<file path="src/rtl/alu8_pkg.sv">
`timescale 1ns/1ps
package alu8_pkg;
  typedef enum logic [4:0] {
    OP_ADD = 5'h00, OP_SUB = 5'h01, OP_AND = 5'h02, OP_OR  = 5'h03,
    OP_XOR = 5'h04, OP_BIT = 5'h05, OP_ASL = 5'h06, OP_LSR = 5'h07,
    OP_ROL = 5'h08, OP_ROR = 5'h09, OP_CMP = 5'h0A, OP_INC = 5'h0B,
    OP_DEC = 5'h0C,
    OP_CLC = 5'h10, OP_SEC = 5'h11, OP_CLD = 5'h12, OP_SED = 5'h13,
    OP_CLI = 5'h14, OP_SEI = 5'h15, OP_CLV = 5'h16
  } alu_op_e;

  localparam int STAT_W = 8;
  localparam int FL_C = 0;
  localparam int FL_Z = 1;
  localparam int FL_I = 2;
  localparam int FL_D = 3;
  localparam int FL_B = 4;
  localparam int FL_U = 5;
  localparam int FL_V = 6;
  localparam int FL_N = 7;
endpackage

</file>
<file path="src/rtl/alu8_arith.sv">
`timescale 1ns/1ps
module alu8_arith
  import alu8_pkg::*;
#(
  parameter int DATA_W = 8
) (
  input  alu_op_e           op,
  input  logic [DATA_W-1:0] a,
  input  logic [DATA_W-1:0] b,
  input  logic              c_in,
  output logic [DATA_W-1:0] sum,
  output logic              carry,
  output logic              ovf
);
  localparam int MSB = DATA_W - 1;

  function automatic logic [DATA_W:0] add_full(input logic [DATA_W-1:0] x,
                                               input logic [DATA_W-1:0] y,
                                               input logic ci);
    return {1'b0, x} + {1'b0, y} + {{DATA_W{1'b0}}, ci};
  endfunction

  function automatic logic signed_ovf(input logic [DATA_W-1:0] x,
                                      input logic [DATA_W-1:0] y,
                                      input logic [DATA_W-1:0] s);
    logic [DATA_W-1:0] t;
    t = ~(x ^ y) & (x ^ s);
    return t[MSB];
  endfunction

  logic [DATA_W-1:0] b_eff;
  logic              ci_eff;
  logic [DATA_W:0]   full;

  // subtract and compare reuse the adder with the operand inverted
  always_comb begin
    case (op)
      OP_ADD:  begin b_eff = b;             ci_eff = c_in; end
      OP_SUB:  begin b_eff = ~b;            ci_eff = c_in; end
      OP_CMP:  begin b_eff = ~b;            ci_eff = 1'b1; end
      OP_INC:  begin b_eff = '0;            ci_eff = 1'b1; end
      OP_DEC:  begin b_eff = '1;            ci_eff = 1'b0; end
      default: begin b_eff = b;             ci_eff = 1'b0; end
    endcase
  end

  assign full  = add_full(a, b_eff, ci_eff);
  assign sum   = full[MSB:0];
  assign carry = full[DATA_W];
  assign ovf   = signed_ovf(a, b_eff, full[MSB:0]);
endmodule

</file>
<file path="src/rtl/alu8_bitwise.sv">
`timescale 1ns/1ps
module alu8_bitwise
  import alu8_pkg::*;
#(
  parameter int DATA_W = 8
) (
  input  alu_op_e           op,
  input  logic [DATA_W-1:0] a,
  input  logic [DATA_W-1:0] b,
  input  logic              c_in,
  output logic [DATA_W-1:0] res,
  output logic              shift_out
);
  localparam int MSB = DATA_W - 1;

  function automatic logic [DATA_W:0] shl(input logic [DATA_W-1:0] x, input logic fill);
    return {x, fill};
  endfunction

  function automatic logic [DATA_W:0] shr(input logic [DATA_W-1:0] x, input logic fill);
    return {x[0], fill, x[MSB:1]};
  endfunction

  logic [DATA_W:0] left_v;
  logic [DATA_W:0] right_v;
  logic            fill_bit;

  // rotates feed the old carry in, plain shifts feed zero
  assign fill_bit = (op == OP_ROL || op == OP_ROR) ? c_in : 1'b0;
  assign left_v   = shl(a, fill_bit);
  assign right_v  = shr(a, fill_bit);

  always_comb begin
    res       = '0;
    shift_out = c_in;
    case (op)
      OP_AND, OP_BIT: res = a & b;
      OP_OR:          res = a | b;
      OP_XOR:         res = a ^ b;
      OP_ASL, OP_ROL: begin res = left_v[MSB:0];    shift_out = left_v[DATA_W];  end
      OP_LSR, OP_ROR: begin res = right_v[MSB:0];   shift_out = right_v[DATA_W]; end
      default: ;
    endcase
  end
endmodule

</file>
<file path="src/rtl/alu8_flag_merge.sv">
`timescale 1ns/1ps
module alu8_flag_merge
  import alu8_pkg::*;
#(
  parameter int DATA_W = 8
) (
  input  logic              valid,
  input  alu_op_e           op,
  input  logic [STAT_W-1:0] st_cur,
  input  logic [DATA_W-1:0] ar_sum,
  input  logic              ar_carry,
  input  logic              ar_ovf,
  input  logic [DATA_W-1:0] bw_res,
  input  logic              bw_carry,
  input  logic [1:0]        opnd_top,
  output logic [DATA_W-1:0] result,
  output logic              result_we,
  output logic [STAT_W-1:0] st_next
);
  localparam int MSB = DATA_W - 1;

  always_comb begin
    st_next   = st_cur;
    result    = '0;
    result_we = 1'b0;
    if (valid) begin
      case (op)
        OP_ADD, OP_SUB: begin
          result = ar_sum; result_we = 1'b1;
          st_next[FL_N] = ar_sum[MSB]; st_next[FL_Z] = ~|ar_sum;
          st_next[FL_C] = ar_carry;    st_next[FL_V] = ar_ovf;
        end
        OP_CMP: begin
          st_next[FL_N] = ar_sum[MSB]; st_next[FL_Z] = ~|ar_sum;
          st_next[FL_C] = ar_carry;
        end
        OP_INC, OP_DEC: begin
          result = ar_sum; result_we = 1'b1;
          st_next[FL_N] = ar_sum[MSB]; st_next[FL_Z] = ~|ar_sum;
        end
        OP_AND, OP_OR, OP_XOR: begin
          result = bw_res; result_we = 1'b1;
          st_next[FL_N] = bw_res[MSB]; st_next[FL_Z] = ~|bw_res;
        end
        OP_ASL, OP_LSR, OP_ROL, OP_ROR: begin
          result = bw_res; result_we = 1'b1;
          st_next[FL_N] = bw_res[MSB]; st_next[FL_Z] = ~|bw_res;
          st_next[FL_C] = bw_carry;
        end
        OP_BIT: begin
          st_next[FL_Z] = ~|bw_res;
          st_next[FL_N] = opnd_top[1];
          st_next[FL_V] = opnd_top[0];
        end
        OP_CLC: st_next[FL_C] = 1'b0;
        OP_SEC: st_next[FL_C] = 1'b1;
        OP_CLD: st_next[FL_D] = 1'b0;
        OP_SED: st_next[FL_D] = 1'b1;
        OP_CLI: st_next[FL_I] = 1'b0;
        OP_SEI: st_next[FL_I] = 1'b1;
        OP_CLV: st_next[FL_V] = 1'b0;
        default: ;
      endcase
    end
    st_next[FL_U] = 1'b1;
  end
endmodule

</file>
<file path="src/rtl/alu8_status.sv">
`timescale 1ns/1ps
module alu8_status
  import alu8_pkg::*;
#(
  parameter int               DATA_W      = 8,
  parameter logic [STAT_W-1:0] RST_STATUS = 8'h24
) (
  input  logic              clk,
  input  logic              rst_n,
  input  logic              op_valid,
  input  logic [4:0]        op_code,
  input  logic [DATA_W-1:0] reg_in,
  input  logic [DATA_W-1:0] opnd,
  output logic [DATA_W-1:0] result,
  output logic              result_we,
  output logic [STAT_W-1:0] status_next,
  output logic [STAT_W-1:0] status
);
  localparam int MSB = DATA_W - 1;

  alu_op_e           op_e;
  logic [DATA_W-1:0] ar_sum, bw_res;
  logic              ar_carry, ar_ovf, bw_carry;
  logic [STAT_W-1:0] status_q;

  assign op_e = alu_op_e'(op_code);

  alu8_arith #(.DATA_W(DATA_W)) u_arith (
    .op(op_e), .a(reg_in), .b(opnd), .c_in(status_q[FL_C]),
    .sum(ar_sum), .carry(ar_carry), .ovf(ar_ovf)
  );

  alu8_bitwise #(.DATA_W(DATA_W)) u_bitwise (
    .op(op_e), .a(reg_in), .b(opnd), .c_in(status_q[FL_C]),
    .res(bw_res), .shift_out(bw_carry)
  );

  alu8_flag_merge #(.DATA_W(DATA_W)) u_merge (
    .valid(op_valid), .op(op_e), .st_cur(status_q),
    .ar_sum(ar_sum), .ar_carry(ar_carry), .ar_ovf(ar_ovf),
    .bw_res(bw_res), .bw_carry(bw_carry), .opnd_top(opnd[MSB -: 2]),
    .result(result), .result_we(result_we), .st_next(status_next)
  );

  always_ff @(posedge clk or negedge rst_n) begin
    if (!rst_n)        status_q <= RST_STATUS | (STAT_W'(1) << FL_U);
    else if (op_valid) status_q <= status_next;
  end

  assign status = status_q;

  // status register guards
  a_r1_spare_bit_high: assert property (@(posedge clk) disable iff (!rst_n)
    status_q[FL_U]);
  a_r11_idle_holds_status: assert property (@(posedge clk) disable iff (!rst_n)
    !op_valid |=> $stable(status_q));
  a_r12_commit_next: assert property (@(posedge clk) disable iff (!rst_n)
    op_valid |=> status_q == $past(status_next));

  // result enable guards
  a_r8_cmp_no_write: assert property (@(posedge clk) disable iff (!rst_n)
    (op_valid && op_e == OP_CMP) |-> !result_we);
  a_r5_bit_no_write: assert property (@(posedge clk) disable iff (!rst_n)
    (op_valid && op_e == OP_BIT) |-> (!result_we && status_next[FL_C] == status_q[FL_C]));
  a_r11_idle_no_write: assert property (@(posedge clk) disable iff (!rst_n)
    !op_valid |-> !result_we);

  // flag behaviour guards
  a_r8_cmp_keeps_v: assert property (@(posedge clk) disable iff (!rst_n)
    (op_valid && op_e == OP_CMP) |-> status_next[FL_V] == status_q[FL_V]);
  a_r9_incdec_keeps_cv: assert property (@(posedge clk) disable iff (!rst_n)
    (op_valid && (op_e == OP_INC || op_e == OP_DEC)) |->
      (status_next[FL_C] == status_q[FL_C] && status_next[FL_V] == status_q[FL_V]));
  a_r3_sub_no_borrow: assert property (@(posedge clk) disable iff (!rst_n)
    (op_valid && op_e == OP_SUB && status_q[FL_C] && reg_in >= opnd) |-> status_next[FL_C]);
  a_r10_clc_clears: assert property (@(posedge clk) disable iff (!rst_n)
    (op_valid && op_e == OP_CLC) |=> !status_q[FL_C]);
  a_r6_asl_carry_out: assert property (@(posedge clk) disable iff (!rst_n)
    (op_valid && op_e == OP_ASL) |-> status_next[FL_C] == reg_in[MSB]);
  a_r2_b_flag_untouched: assert property (@(posedge clk) disable iff (!rst_n)
    status_next[FL_B] == status_q[FL_B]);
endmodule

</file>
<file path="config.mk">
export PLATFORM = sky130hd
export DESIGN_NAME = alu8_status
export DESIGN_NICKNAME = d
export VERILOG_FILES = /design/src/rtl/alu8_pkg.sv /design/src/rtl/alu8_arith.sv /design/src/rtl/alu8_bitwise.sv /design/src/rtl/alu8_flag_merge.sv /design/src/rtl/alu8_status.sv
export SDC_FILE = /design/constraint.sdc
export NUM_CORES = 1
export LEC_CHECK = 0
export BUFFER_PORTS_ARGS = -buffer_cell sky130_fd_sc_hd__buf_2
export CAP_MARGIN = 20
export CORE_UTILIZATION = 40
export CTS_CLUSTER_SIZE = 10
export DETAILED_ROUTE_END_ITERATION = 10
export GPL_ROUTABILITY_DRIVEN = 0
export SYNTH_ARGS = -nofsm -noshare
export SYNTH_HDL_FRONTEND = slang
export SYNTH_HIERARCHICAL = 1
export SYNTH_SLANG_ARGS = --single-unit
export TNS_END_PERCENT = 1
</file>
<file path="constraint.sdc">
create_clock -name clk -period 3.62 [get_ports clk]
set_input_delay 0.181 -clock clk [delete_from_list [all_inputs] [get_ports clk]]
set_output_delay 0.181 -clock clk [all_outputs]
set_load 0.005 [all_outputs]
</file>
Yosys cells after proc, flatten, opt, wreduce, memory -nomap -nowiden
Index checks and enable logic that the tools add are counted.
{ "totals": {"regBits": 6, "latch_bits": 0, "ram_bits": 0, "rom_bits": 0, "in_bits": 24, "out_inout_bits": 25, "elab_cells": 66, "mem_count": 0} }
{ "op_classes": {"add_sub_neg": 2, "n_mul": 0, "n_div": 0, "n_lt_le_gt_ge": 0, "eq_ne": 19, "shift": 0, "muxes": 17, "bitwise_logic": 8, "reduce_logical": 19} }
{ "ops": {"columns": ["operator", "n"], "rows": [
  ["$pmux W8 S5", 1],
  ["$eq A5 B5 Y1 const B", 7],
  ["$eq A5 B4 Y1 const B", 5],
  ["$pmux W8 S3", 1],
  ["$reduce_or A8 Y1", 3],
  ["$xor A8 B8 Y8", 3],
  ["$eq A5 B3 Y1 const B", 4],
  ["$and A8 B8 Y8", 2],
  ["$not A8 Y8", 2],
  ["$pmux W8 S2", 1],
  ["$reduce_or A2 Y1", 6],
  ["$reduce_or A11 Y1", 1],
  ["$eq A5 B2 Y1 const B", 2],
  ["$pmux W1 S2", 5],
  ["$add A8 B8 Y9", 1],
  ["$add A9 B1 Y9", 1],
  ["$mux W8", 1],
  ["$or A8 B8 Y8", 1],
  ["$reduce_or A4 Y1", 2],
  ["$reduce_or A7 Y1", 1],
  ["$pmux W1 S3", 2],
  ["$eq A5 B1 Y1 const B", 1],
  ["$logic_not A5 Y1", 1],
  ["$reduce_or A5 Y1", 1],
  ["other kinds (7)", 10]
]} }

Longest topological paths before layout
Gate-level depths: netlist of run 1.
{ "depth": {"word_depth": 9, "ltp_mapped": 16, "ltp_nobuf": 15} }

Hierarchy
The synthesis of run 1 kept the hierarchy.
{ "modules_own_cells": {"columns": ["mod", "instances", "cells_each", "area_each_um2"], "rows": [
  ["alu8_arith", 1, 113, 814.5],
  ["alu8_bitwise", 1, 92, 668.1],
  ["alu8_flag_merge", 1, 82, 598.1],
  ["alu8_status", 1, 17, 334.1]
]} }

Worst setup path before layout of run 1
OpenSTA, ideal clock, no wires.
{ "synth_path": {"kind": "input-to-reg", "start": "input port op_code[2]", "end": "register status_q[0], in the netlist status[0]", "setup_time_ps": 64, "t_arrival_ps": 3414, "required_time_ps": 3556, "slack_ps": 142, "cell_stages": 15, "path_buffers": 1, "cell_sequence": "or4b_1 -> buf_2 -> mux2i_1 -> a211oi_1 -> fa_1 -> fa_1 -> nor2b_1 -> o31a_1 -> o31a_1 -> o22a_1 -> or3b_1 -> o211a_1 -> o32ai_1 -> a211o_1 -> mux2_4"} }
{ "synth_via": {"elab_chain_cells": 7} }
{ "synth_lines": {"columns": ["element", "line", "text"], "rows": [
  ["start: declaration", "alu8_status.sv:11", "input logic [4:0] op_code,"],
  ["$eq A5 B1 Y1 or $eq A5 B4 Y1 (tied branches)", "alu8_arith.sv:37", "case (op)"],
  ["$reduce_or A2 Y1 (no line)", null, null],
  ["$pmux W8 S3", "alu8_arith.sv:37", null],
  ["$add A8 B8 Y9", "alu8_arith.sv:20", "return {1'b0, x} + {1'b0, y} + {{DATA_W{1'b0}}, ci};"],
  ["$add A9 B1 Y9 (*)", "alu8_arith.sv:20", null],
  ["named net ar_carry", "alu8_status.sv:23", "logic ar_carry, ar_ovf, bw_carry;"],
  ["$pmux W1 S4 (*)", "alu8_flag_merge.sv:27", "case (op)"],
  ["$mux W4 (*)", "alu8_flag_merge.sv:26", "if (valid) begin"],
  ["named net status_next[0]", "alu8_status.sv:16", "output logic [STAT_W-1:0] status_next,"],
  ["end signal: assignment", "alu8_status.sv:46", "if (!rst_n) status_q <= RST_STATUS | (STAT_W'(1) << FL_U);"],
  ["end signal: assignment", "alu8_status.sv:47", "else if (op_valid) status_q <= status_next;"],
  ["end: declaration", "alu8_status.sv:24", "logic [STAT_W-1:0] status_q;"]
]} }
Mark *: on every way through the listed nets, which the timed path passes. The rest lies on a longest branch.
A chain may end at the register's enable or synchronous reset.

Final worst setup path of run 1
{ "layout_path": {"start": "input port op_code[1]", "end": "output port status_next[0]"} }
{ "layout_via": {"elab_chain_cells": 7} }
{ "layout_lines": {"columns": ["element", "line"], "rows": [
  ["$eq A5 B1 Y1 or $eq A5 B4 Y1 (tied branches)", "alu8_arith.sv:37"],
  ["$reduce_or A2 Y1 (no line)", null],
  ["$pmux W8 S3", "alu8_arith.sv:37"],
  ["$add A8 B8 Y9", "alu8_arith.sv:20"],
  ["$add A9 B1 Y9 (*)", "alu8_arith.sv:20"],
  ["named net ar_carry", "alu8_status.sv:23"],
  ["$pmux W1 S4 (*)", "alu8_flag_merge.sv:27"],
  ["$mux W4 (*)", "alu8_flag_merge.sv:26"],
  ["end: declaration", "alu8_status.sv:16"]
]} }
Marks and branches as above.

==> reports/results.md, run 1 <==
| Step | Quantity | Reported |
|:---|:---|:---|
| sta | Final worst-path cycle share | 104.2% |
| clock network | Clock net sink count | 8 |
| logic synthesis | Number of synthesized flops with an enable pin | 0 |
| floorplan | Overall die area | 6352 um^2 |
| worst setup path | Startpoint type of the worst setup path | input port |
| logic synthesis | Yosys reg bits | 8 |
| clock network | Clock buffer count from CTS | 3 |
| clock network | CTS tree | done |
| clock network | Maximum buffer depth of the clock tree | 2 |
| worst setup path | Kind of end point of the critical path | output port |
| sta | Relative slew slack | 59.82% |
| drt | 1st-iter DRT viols | 124 |
| worst setup path | CP Data Arrival Time | 3590 ps |
| sta | Final critical delay including setup and external delays | 3772 ps |
| drt | DRT Pass-1 Iters | 5 |
| placement | Buffers on Ports | 47 |
| global route | Pin count of the biggest net entering global routing | 41 |
| drt | Remaining antenna violation count | 0 |
| final layout | Antenna Cells | 0 |
| sta | Final number of setup-violating endpoints | 1 |
| logic synthesis | Synthesis Warnings | 6 |
| clock network | Library cell used as clock root buffer | clkbuf_8 |
| clock network | # H-tree levels | 1 |
| sta | Max-slew violation total from the final report | 0 |
| final layout | Count of filler cells inserted in the layout | 561 |
| final layout | Combined area of the multi-input logic cells | 2074 um^2 |
| logic synthesis | Number of nets in the synthesized netlist | 353 |
| floorplan | Core area | 5675 um^2 |
| final layout | Proportion of layout cells with a drive suffix above 1 | 31.69% |
| global route | First-pass GRT wire length | 11780 um |
| final layout | Fin area | 2950 um^2 |
| sta | Smallest hold slack | 337.6 ps |
| logic synthesis | Most used standard cells in the synthesized netlist | 23 x ha_1, 22 x inv_1, 22 x nand2_1 |
| sta | Clock tree skew after final layout | 0.1975 ps |
| power | Power Dens Cells | 252.4 nW/um^2 |
| clock network | CTS clock-pin slew for the worst setup and hold paths | 40 ps |
| final layout | Total area of sequential cells | 202.7 um^2 |
| global route | Number of global-route vias before repair | 2392 |
| logic synthesis | Share of flip-flops with an asynchronous set or reset after synthesis | 100.0% |
| worst setup path | Critical path peak fanout | 7 |
| logic synthesis | Number of distinct library cells after synthesis | 73 |
| floorplan | Vertical extent of the die | 79.70 um |
| flow run | Reported max-cap violation count | 0 |
| logic synthesis | Most numerous cell in the Yosys netlist | ha_1 |
| worst setup path | Required time worst endpoint | 3440 ps |
| logic synthesis | Area of the mapped netlist | 2415 um^2 |
| placement | Dpl cell area | 2804 um^2 |
| final layout | Area grow syn2layout | 22.18% |
| placement | Post-detail-place hpwl | 5749 um |
| sta | Setup slack after layout | -151.5 ps |
| global route | Gr ovfl total | 0 |
| floorplan | Die boundary width | 79.70 um |
| sta | RSZ-0062 raised after global routing | true |
| floorplan | Cell row count | 27 |
| drt | Residual DRC | 0 |
| final layout | Utilization after layout | 51.98% |
| clock network | Clock insertion delay at the later pin of the skew report | 230 ps |
| global route | Number of antenna violations at the first check in global routing | 0 |
| logic synthesis | Synth area leader | ha_1 |
| logic synthesis | Biggest area contributors in the synthesized netlist | ha_1 12%, mux2i_1 6.6%, dfrtp_1 6.2% |
| floorplan | Effective utilization at floorplan | 42.55% |
| drt | Total wire length | 7651 um |
| global route | Total routing usage reported by global routing | 23.25% |
| power | Highest ir drop seen on vdd | 0.2390 mV |
| logic synthesis | Fraction of synthesized cell area taken by the top area cell type | 11.92% |
| status | Result of the run | finished, violations left |
| status | Violations in the final reports | setup timing |
| sta | Final hold violation count | 0 |
| drt | Via-per-instance ratio | 5.995 |
| floorplan | IO Pins | 49 |
| drt | Routed via count | 2626 |
| worst setup path | Worst Path Class, Setup | input port to output port |
| sta | Tightest Pin Transition | 602.0 ps |
| logic synthesis | Share of the yosys chip area belonging to registers | 8.394% |
| logic synthesis | Post-synthesis cell count | 304 |
| sta | Fmax achieved | 265.1 MHz |
| min path | Tightest Hold Check Type | input port to asynchronous set/reset pin |
| final layout | Max FFs per register | 8 |
| logic synthesis | Leading register cell type out of synthesis | dfrtp_1 |
| power | Leakage power summed over all cells | 0.001434 uW |
| final layout | Final nets | 417 |
| drt | Wire length per cell | 17.47 um |
| logic synthesis | Post-synthesis average cell area | 7.943 um^2 |
-- through the flow --
| stage | setup WS (ps) | cells | power [uW] | TNS (ps) |
|---|---|---|---|---|
| finish | -151.5 | 438 | 744.8 | -151.5 |
| global route | -321.1 | 438 | 798.0 | -417.5 |
| CTS | -112.9 | 436 | 727.1 | -181.7 |
| floorplan | 141.8 | 304 | 426.4 | 0 |
| global placement | -109.9 | 429 | 594.3 | -123.1 |
| detailed placement | -176.1 | 429 | 599.5 | -261.6 |
-- layer usage --
metal	track usage, %	share of wire, %	wire (um)
met4	4.545	1.1	84
met1	30.64	46	3500
met5	0	0	0
met3	0.1143	4.4	338
met2	42.22	49	3727
-- worst max-delay path, cell delays in order --
cell      delay, ps
buf_2           170
or4b_4          490
mux2i_1         220
a211oi_2        120
fa_2            370
fa_2            370
nor2b_2         150
o31a_1          160
o31a_1          180
o22a_1          150
or3b_1          340
o211a_1         130
o32ai_2         260
a211o_1         180
buf_2           110
-- cells by family after synthesis --
family / after synthesis / synth area share [%]
xor+xnor: 2 / 0.7255
compound gates: 89 / 28.24
flops: 8 / 8.394
other cells: 1 / 0.1553
simple gates: 110 / 26.89
fa+ha+maj: 25 / 13.58
mux: 29 / 13.94
buf+inv: 40 / 8.083
-- power breakdown --
part | switching [uW] | leakage [uW] | internal [uW]
registers | 15.4 | 0.0000967 | 117
logic | 255 | 0.00132 | 249
clock network | 36.3 | 0.0000216 | 72.1
-- final timing paths --
kind | startpoint | to | slack, ps | cells past startpoint
min reg2reg | status[3]$_DFFE_PN0P_ | status[3]$_DFFE_PN0P_ | 520 | 1
min | rst_n | status[7]$_DFFE_PN0P_ | 340 | 2
max in group asynchronous | rst_n | status[2]$_DFFE_PN1P_ | 3050 | 2
min in group clk | op_valid | status[0]$_DFFE_PN0P_ | 430 | 2
max | op_code[1] | status_next[0] | -150 | 15
max reg2reg | status[0]$_DFFE_PN0P_ | status[0]$_DFFE_PN0P_ | 230 | 14
-- cell usage in the layout, fill, tap and decap left out, drive strengths merged, types with 6 or more instances in the layout --
master / synthesis / routed
buf: 9 / 75
inv: 23 / 23
nand2: 23 / 23
ha: 23 / 23
o21ai: 23 / 23
mux2i: 16 / 16
nor2: 16 / 16
a21oi: 13 / 13
mux2: 13 / 13
nor2b: 10 / 10
nand3: 9 / 9
a2bb2oi: 8 / 8
a22o: 8 / 8
dfrtp: 6 / 6
nor4: 6 / 6
-- cell type report --
class	instances	share of cell area [%]
Inverter	23	2.926
Timing Repair Buffer	76	15.44
Sequential cell	8	6.870
Clock buffer	3	1.399
Multi-Input combinational cell	256	70.31
Tap cell	72	3.053
-- repair_timing --
action / 4_1_cts / 5_1_grt
hold buffers: 1 / 0
setup endpoints to repair: 1 / 5
hold endpoints to repair: 6 / 0
pin swaps: 4 / 9
setup buffers: 3 / 2
resized for setup: 6 / 5
gates cloned: 0 / 0
No activity file was read; power rests on OpenSTA's default activity.
==> run 2, diff against run 1 <==
--- a/config.mk
+++ b/config.mk
@@ -6,4 +6,5 @@
 export NUM_CORES = 1
 export LEC_CHECK = 0
+export ABC_CLOCK_PERIOD_IN_PS = 3620
 export BUFFER_PORTS_ARGS = -buffer_cell sky130_fd_sc_hd__buf_2
 export CAP_MARGIN = 20
==> constraint.sdc (replaced) <==
create_clock -name clk -period 3.62 [get_ports clk]
set_input_delay 0.543 -clock clk [delete_from_list [all_inputs] [get_ports clk]]
set_output_delay 0.543 -clock clk [all_outputs]
set_load 0.005 [all_outputs]
==> reports/results.md, run 2 (synthesis gave the netlist of run 1 again) <==
| Step | Quantity | Reported |
|:---|:---|:---|
| worst setup path | CP Data Arrival Time | 3790 ps |
| drt | Total wire length | 7378 um |
| final layout | Count of filler cells inserted in the layout | 547 |
| min path | Tightest Hold Check Type | input port to asynchronous set/reset pin |
| sta | Final critical delay including setup and external delays | 4334 ps |
| sta | Final number of setup-violating endpoints | 13 |
| final layout | Most frequent cells in the layout | 56 x buf_4, 44 x buf_2, 22 x inv_1, 22 x nand2_1, 22 x ha_1 |
| drt | Wire length per cell | 15.90 um |
| global route | First-pass GRT wire length | 12280 um |
| sta | Clock tree skew after final layout | 4.258 ps |
| global route | Number of global-route vias before repair | 2542 |
| sta | Fmax achieved | 230.7 MHz |
| sta | RSZ-0062 raised after global routing | true |
| sta | Final hold violation count | 0 |
| final layout | Max FFs per register | 8 |
| worst setup path | Kind of end point of the critical path | output port |
| clock network | Maximum buffer depth of the clock tree | 2 |
| final layout | Antenna Cells | 0 |
| drt | Routed via count | 2683 |
| global route | Pin count of the biggest net entering global routing | 35 |
| drt | DRT Pass-1 Iters | 4 |
| clock network | Clock insertion delay at the later pin of the skew report | 240 ps |
| sta | Setup slack after layout | -713.9 ps |
| sta | Max-slew violation total from the final report | 0 |
| drt | Met3 wire length | 331 um |
| placement | Post-placement cell count | 459 |
| global route | Gr ovfl total | 0 |
| floorplan | Overall die area | 6352 um^2 |
| power | Leakage power summed over all cells | 0.001569 uW |
| final layout | Count of placed standard cells in the final layout, fillers left out | 464 |
| global route | Number of antenna violations at the first check in global routing | 0 |
| status | Violations in the final reports | setup timing |
| floorplan | IO Pins | 49 |
| drt | Via-per-instance ratio | 5.782 |
| clock network | # H-tree levels | 1 |
| placement | Buffers on Ports | 47 |
| drt | Residual DRC | 0 |
| power | Power Dens Cells | 254.5 nW/um^2 |
| clock network | Clock buffer count from CTS | 3 |
| placement | Dpl cell area | 3034 um^2 |
| floorplan | Core area | 5675 um^2 |
| drt | DRT met1 WL | 3386 um |
| worst setup path | Startpoint type of the worst setup path | input port |
| final layout | Utilization after layout | 55.64% |
| clock network | CTS Hold Bufs | 0 |
| clock network | CTS clock-pin slew for the worst setup and hold paths | 50 ps |
| final layout | Proportion of layout cells with a drive suffix above 1 | 36.73% |
| global route | Total routing usage reported by global routing | 23.98% |
| clock network | CTS tree | done |
| flow run | Reported max-cap violation count | 0 |
| floorplan | Die boundary width | 79.70 um |
| power | Highest ir drop seen on vdd | 0.2328 mV |
| worst setup path | Worst Path Class, Setup | input port to output port |
| worst setup path | Launching instance or port of the critical path | op_code[2] |
| drt | Remaining antenna violation count | 0 |
| clock network | Clock net sink count | 8 |
| placement | Post-detail-place hpwl | 5888 um |
| worst setup path | Launch point of the worst reg-to-reg path | status[0]$_DFFE_PN0P_ |
| worst setup path | Required time worst endpoint | 3080 ps |
| status | Result of the run | finished, violations left |
| power | Design Power | 803.8 uW |
| floorplan | Vertical extent of the die | 79.70 um |
| floorplan | Effective utilization at floorplan | 42.55% |
| sta | Final worst-path cycle share | 119.7% |
| drt | Highest routed metal layer | met4 |
| final layout | Final nets | 443 |
| final layout | Most common cell after layout, fill and taps aside | buf_4 |
| final layout | Fin area | 3158 um^2 |
| worst setup path | Critical path peak fanout | 2 |
| clock network | Library cell used as clock root buffer | clkbuf_8 |
| drt | DR WL met2 | 3557 um |
| drt | 1st-iter DRT viols | 108 |
| floorplan | Cell row count | 27 |
| final layout | Area grow syn2layout | 30.78% |
## run 2: metrics by stage
stage	hold slack [ps]	setup slack (ps)	TNS (ps)
after global placement	396.5	-726.2	-3329
after floorplan	247.4	-453.7	-577.0
after detailed placement	400.7	-784.3	-4151
after global routing	152.1	-919.4	-5496
after CTS	146.9	-740.1	-3178
final	139.9	-713.9	-3091
## run 2: metal layers
metal / track usage, % / vias up
li1: - / 1314
met1: 32.06 / 1269
met2: 42.14 / 92
met3: 0.5714 / 8
met4: 5.818 / 0
met5: 0 / -
## run 2: report_power, final
| group | switching [uW] | leakage [uW] | internal, uW |
|---|---|---|---|
| sequential | 18.9 | 0.0000967 | 117 |
| clock | 40.6 | 0.0000216 | 72.5 |
| combinational | 256 | 0.00145 | 299 |
| total | 316 | 0.00157 | 488 |
## run 2: area by class of cell
type / instances / area [um^2] / share of cell area, %
clock buffers: 3 / 41.29 / 1.307
inverters: 23 / 86.33 / 2.734
multi-input cells: 256 / 2074 / 65.69
flip-flops and latches: 8 / 202.7 / 6.418
well taps: 72 / 90.09 / 2.853
repair buffers: 102 / 663.1 / 21.00
## run 2: timing repair
action                                  4_1_cts  5_1_grt
endpoints found under the setup margin       13       14
pin swaps                                     6        7
buffers inserted                              2        0
resized for setup                             9        6
## run 2: final timing paths
kind / endpoint / slack [ps] / cells past startpoint
worst max-delay path: status_next[0] / -710 / 15
worst min-delay path: status[6]$_DFFE_PN0P_ / 140 / 1
worst max register to register: status[0]$_DFFE_PN0P_ / 130 / 14
worst min register to register: status[3]$_DFFE_PN0P_ / 530 / 1
max in group asynchronous: status[5]$_DFFE_PN1P_ / 3240 / 1
min in group clk: status[3]$_DFFE_PN0P_ / 530 / 1
## run 2: worst max-delay path, stage by stage
cell and delay (ps):
buf_6 90, or4b_4 540, mux2i_2 170, a211oi_2 100
fa_2 380, fa_2 430, nor2b_4 120, o31a_1 160
o31a_1 160, o22a_1 140, or3b_1 350, o211a_1 130
o32ai_2 190, a211o_1 170, buf_2 110
